$ cat src/rtl/strb_pkg.sv
package strb_pkg;

  // Per-machine-cycle attributes captured at the cycle boundary.
  typedef struct packed {
    logic ext_exec;  // code comes from external program memory
    logic xdata;     // this cycle carries an external data transfer
    logic tbl;       // instruction is a data move or code-table read
    logic ale_off;   // free-running latch pulse disabled
  } cyc_attr_t;

  localparam cyc_attr_t ATTR_IDLE = '0;

endpackage

$ cat src/rtl/strb_phase.sv
module strb_phase #(
  parameter int CYC_LEN = 12,
  parameter int PW      = $clog2(CYC_LEN)
) (
  input  logic          clk,
  input  logic          rst,
  output logic [PW-1:0] ph_q,
  output logic [PW-1:0] ph_d,
  output logic          wrap_d
);

  localparam logic [PW-1:0] LAST = PW'(CYC_LEN - 1);

  always_comb begin
    wrap_d = (ph_q == LAST);
    ph_d   = wrap_d ? '0 : ph_q + 1'b1;
  end

  // Reset parks the counter on the last phase so the first edge starts phase 0.
  always_ff @(posedge clk) begin
    if (rst) ph_q <= LAST;
    else     ph_q <= ph_d;
  end

  a_r1_phase_wrap: assert property (@(posedge clk) disable iff (rst)
    (ph_q == LAST) |=> (ph_q == '0));

  a_r1_phase_range: assert property (@(posedge clk) disable iff (rst)
    (ph_q <= LAST));

endmodule

$ cat src/rtl/strb_attr.sv
module strb_attr
  import strb_pkg::*;
(
  input  logic      clk,
  input  logic      rst,
  input  logic      wrap_d,
  input  cyc_attr_t attr_in,
  output cyc_attr_t attr_q,
  output cyc_attr_t attr_d
);

  always_comb attr_d = wrap_d ? attr_in : attr_q;

  always_ff @(posedge clk) begin
    if (rst) attr_q <= ATTR_IDLE;
    else     attr_q <= attr_d;
  end

  // the attributes stay frozen inside a machine cycle.
  a_r2_attr_hold: assert property (@(posedge clk) disable iff (rst)
    !$past(wrap_d) |-> $stable(attr_q));

endmodule

$ cat src/rtl/strb_window.sv
module strb_window #(
  parameter int PW    = 4,
  parameter int START = 0,
  parameter int WIDTH = 2
) (
  input  logic [PW-1:0] ph,
  output logic          hit
);

  localparam logic [PW:0] LO = (PW+1)'(START);
  localparam logic [PW:0] HI = (PW+1)'(START + WIDTH);

  generate
    if (START == 0) begin : g_from_zero
      assign hit = ({1'b0, ph} < HI);
    end else begin : g_offset
      assign hit = ({1'b0, ph} >= LO) && ({1'b0, ph} < HI);
    end
  endgenerate

endmodule

$ cat src/rtl/strobe_gen.sv
module strobe_gen
  import strb_pkg::*;
#(
  parameter int CYC_LEN  = 12,
  parameter int NSLOT    = 2,
  parameter int ALE_W    = 2,
  parameter int PSEN_OFS = 3,
  parameter int PSEN_W   = 3
) (
  input  logic clk,
  input  logic rst,
  input  logic ext_exec,
  input  logic xdata_cyc,
  input  logic tbl_instr,
  input  logic ale_off,
  output logic ale,
  output logic psen_n
);

  localparam int PW   = $clog2(CYC_LEN);
  localparam int SLOT = CYC_LEN / NSLOT;
  localparam logic [PW-1:0] ALE_W_PH = PW'(ALE_W);

  logic [PW-1:0] ph_q, ph_d;
  logic          wrap_d;
  cyc_attr_t     attr_in, attr_q, attr_d;

  assign attr_in = '{ext_exec: ext_exec, xdata: xdata_cyc,
                     tbl: tbl_instr, ale_off: ale_off};

  strb_phase #(.CYC_LEN(CYC_LEN), .PW(PW)) u_phase (
    .clk(clk), .rst(rst), .ph_q(ph_q), .ph_d(ph_d), .wrap_d(wrap_d)
  );

  strb_attr u_attr (
    .clk(clk), .rst(rst), .wrap_d(wrap_d),
    .attr_in(attr_in), .attr_q(attr_q), .attr_d(attr_d)
  );

  // One latch window and one code-read window per slot of the cycle.
  logic [NSLOT-1:0] ale_hit, psen_hit, ale_keep;

  genvar s;
  generate
    for (s = 0; s < NSLOT; s++) begin : g_slot
      strb_window #(.PW(PW), .START(s*SLOT), .WIDTH(ALE_W)) u_ale_win (
        .ph(ph_d), .hit(ale_hit[s])
      );
      strb_window #(.PW(PW), .START(s*SLOT + PSEN_OFS), .WIDTH(PSEN_W)) u_psen_win (
        .ph(ph_d), .hit(psen_hit[s])
      );
      if (s == 0) begin : g_first
        // The first latch pulse collides with a data transfer.
        assign ale_keep[s] = !attr_d.xdata;
      end else begin : g_later
        assign ale_keep[s] = 1'b1;
      end
    end
  endgenerate

  logic ale_allow, ale_nx, psen_act_nx;

  always_comb begin
    ale_allow   = !attr_d.ale_off || attr_d.ext_exec || attr_d.tbl;
    ale_nx      = ale_allow && |(ale_hit & ale_keep);
    psen_act_nx = attr_d.ext_exec && !attr_d.xdata && |psen_hit;
  end

  always_ff @(posedge clk) begin
    if (rst) begin
      ale    <= 1'b0;
      psen_n <= 1'b1;
    end else begin
      ale    <= ale_nx;
      psen_n <= !psen_act_nx;
    end
  end

  localparam logic [PW-1:0] PS_PH0 = PW'(PSEN_OFS);
  localparam logic [PW-1:0] PS_PH1 = PW'(SLOT + PSEN_OFS);

  a_r1_ale_width: assert property (@(posedge clk) disable iff (rst)
    $rose(ale) |=> ale ##1 !ale);

  a_r3_xdata_first_slot: assert property (@(posedge clk) disable iff (rst)
    (attr_q.xdata && ph_q < ALE_W_PH) |-> !ale);

  a_r4_psen_fall_phase: assert property (@(posedge clk) disable iff (rst)
    $fell(psen_n) |-> (ph_q == PS_PH0 || ph_q == PS_PH1));

  a_r5_xdata_no_psen: assert property (@(posedge clk) disable iff (rst)
    (attr_q.xdata) |-> psen_n);

  a_r6_internal_no_psen: assert property (@(posedge clk) disable iff (rst)
    (!attr_q.ext_exec) |-> psen_n);

  a_r7_ale_gated: assert property (@(posedge clk) disable iff (rst)
    (attr_q.ale_off && !attr_q.ext_exec && !attr_q.tbl) |-> !ale);

endmodule

$ cat config.mk
export PLATFORM = sky130hd
export DESIGN_NAME = strobe_gen
export DESIGN_NICKNAME = d
export VERILOG_FILES = /design/src/rtl/strb_pkg.sv /design/src/rtl/strb_phase.sv /design/src/rtl/strb_attr.sv /design/src/rtl/strb_window.sv /design/src/rtl/strobe_gen.sv
export SDC_FILE = /design/constraint.sdc
export NUM_CORES = 1
export LEC_CHECK = 0
export BUFFER_PORTS_ARGS = -buffer_cell sky130_fd_sc_hd__buf_2
export CORE_MARGIN = 8
export CORE_UTILIZATION = 30
export DETAILED_ROUTE_END_ITERATION = 6
export GPL_TIMING_DRIVEN = 0
export SLEW_MARGIN = 10
export SYNTH_ARGS = -nofsm -noshare
export SYNTH_HDL_FRONTEND = slang
export SYNTH_SLANG_ARGS = --single-unit
export TNS_END_PERCENT = 100
$ cat constraint.sdc
create_clock -name clk -period 4.01 [get_ports clk]
set_clock_uncertainty 0.1 [all_clocks]
set_input_delay 0.2005 -clock clk [delete_from_list [all_inputs] [get_ports clk]]
set_output_delay 0.2005 -clock clk [all_outputs]
set_load 0.01 [all_outputs]
==> impl_metrics.tcl <==
set metrics [dict create \
    status "finished clean" \
    hp-start "ale_off" \
    hpwl_um 819 \
    power_density_mw_per_mm2 455 \
    layout_setup_ws_ns 2.16 \
    synth_cell_types 29 \
    clk_path_buf_depth 2 \
    syn_area_um2 602 \
    drv_slew 0 \
    clk_pin_slew_ns 0.07 \
    fp.dieW_um 60.8 \
    drc 0 \
    grt_max_degree 11 \
    placed_cells 94 \
    p_leak_nw 0.295 \
    vias_per_cell 4.81 \
    fin_crit_sh 0.462 \
    finish.utilization 0.358 \
    final_cells 97 \
    final-setup-viol-count 0 \
    cts_buffers 3 \
    clkLatencyLatePin_ns 0.27 \
    nets 81 \
    die_area_mm2 0.00370 \
    grt-ovfl-total 0 \
    worstHoldPathType "in -> reg" \
    startpoint_type "flop" \
    wirelength_um 1090 \
    via_count 467 \
    antenna_found_initial 0 \
    critical_path_class "reg -> reg" \
    cts_tree "built" \
    clock_sink_count 10 \
    port_buffers 6 \
    end_kind "flop" \
    hold_buffers 0 \
    grt_pass1_wl_um 1900 \
    max_cap_violations 0 \
    h-tree-depth 1 \
    dpl_cell_area_um2 666 \
    relSlewSlack 0.670 \
    synth_seq_cells 10 \
    initial_utilization 0.313 \
    finalPower_uw 313 \
    pre_cts_ws_ns 2.15 \
    hold_viol 0 \
    drive_gt1_frac 0.243 \
    drt_first_pass_iters 2 \
    setup_tns_ns 0 \
    fp-row-count 16 \
    syn-mean-instance-area_um2 9.87 \
    wl_per_cell_um 11.2 \
    core_area_mm2 0.00192 \
    worstReg2RegStart "u_phase.ph_q[0]" \
    design_area_um2 688 \
    num_io_pins 8 \
    cp_data_required_time_ns 4.05 \
    cp-startpoint "u_phase.ph_q[0]" \
    area_growth_pct 14.3 \
    cts_setup_buffers 0 \
    fill_cells 207 \
    multi_input_area_um2 365 \
    grt_use_total 0.0684 \
    tightest_slew_ns 0.488 \
    diodes 0 \
    ir_drop_mv 0.188 \
    grt_pass1_vias 454 \
    rsz0062_at_grt "false" \
    regArea_um2 200 \
    place_congestion 0.753 \
    max_freq_ghz 0.539 \
    antenna_left 0 \
    die_h_um 60.8 \
    crit_fanout 7 \
    yosys_warnings 0 \
    dr.first_iter.drc_count 15 \
    ys_seq_area_frac 0.333 \
    cts_resized 0 \
    syn-instance-count 61 \
    fin_hold_ws_ns 0.0750 \
    cp.arrival_ns 1.90 \
    root_buffer "clkbuf_4" \
    period_minus_slack_ns 1.85 \
    syn-num-nets 70 \
]
## final timing paths
kind              depth (start not counted)          endpoint  slack, ns
setup / recovery                          5               ale       2.16
hold / removal                            3  u_attr.attr_q[0]       0.07
setup reg to reg                          5               ale       2.16
hold reg to reg                           2  u_attr.attr_q[0]       0.40
## state kept, by name, indices dropped and copies added (netlist names)
signal,cells
u_attr.attr_q,4
u_phase.ph_q,4
ale,1
psen_n,1
## worst max-delay path, stage by stage (launching register included)
cell	delay [ns]
dfxtp_1	0.42
inv_1	0.09
ha_1	0.37
nor3b_1	0.18
nor4b_1	0.47
nor4_4	0.09
## cell usage in the layout (no fill, tap or decap), drive strengths merged
cell type and n:
a21boi 1, a21oi 1, a311o 1, and2 1, and3b 2, buf 9
clkbuf 4, dfxtp 10, ha 3, inv 3, mux2 1, mux2i 6
nand2 2, nand3b 1, nand4b 1, nor2 6, nor3b 6, nor4 1
nor4b 2, o2111ai 1, o211a 1, o21ai 2, o21bai 1, o31a 1
o31ai 1, or2 1, or3b 1
## per-layer routing
metal | share of wire | vias to the layer above | track usage | wire length, um
met4 | 0.033 | 0 | 0.0565 | 36
met1 | 0.49 | 213 | 0.0800 | 533
met3 | 0.051 | 5 | 0.0297 | 56
met2 | 0.42 | 9 | 0.0935 | 463
li1 | - | 240 | - | -
met5 | 0 | - | 0 | 0
## Yosys cell counts (all sizes together)
master   count  share of area
dfxtp       10           0.33
mux2i        6           0.10
nor2         6          0.037
nor3b        6          0.075
buf          3          0.035
ha           3          0.062
inv          3          0.019
and3b        2          0.029
nand2        2          0.012
nor4b        2          0.029
o21ai        2          0.017
a21boi       1          0.012
a21oi        1         0.0083
a311o        1          0.017
and2         1          0.012
clkbuf       1         0.0062
mux2         1          0.025
nand3b       1          0.012
nand4b       1          0.015
nor4         1          0.035
o2111ai      1          0.025
o211a        1          0.017
o21bai       1          0.012
o31a         1          0.017
o31ai        1          0.012
or2          1          0.010
or3b         1          0.015
## cell type report
| type | instances | share of cell area |
|---|---|---|
| Sequential cell | 10 | 0.291 |
| Buffer | 4 | 0.0364 |
| Clock buffer | 3 | 0.0327 |
| Timing Repair Buffer | 6 | 0.0436 |
| Tap cell | 27 | 0.0491 |
| Multi-Input combinational cell | 44 | 0.531 |
| Inverter | 3 | 0.0164 |
## logic make-up after synthesis
logic type | Yosys count | synth area share
simple gates | 24 | 0.283
compound gates | 10 | 0.137
flops | 10 | 0.333
buf+inv | 7 | 0.0603
mux | 7 | 0.125
fa+ha+maj | 3 | 0.0624
## power by group
group	switching [mW]	internal, mW	total, mW
combinational	0.0586	0.0586	0.117
clock	0.0350	0.0347	0.0698
sequential	0.0115	0.115	0.126
total	0.105	0.208	0.313
Note: power is estimated with default switching activity, not from simulation.
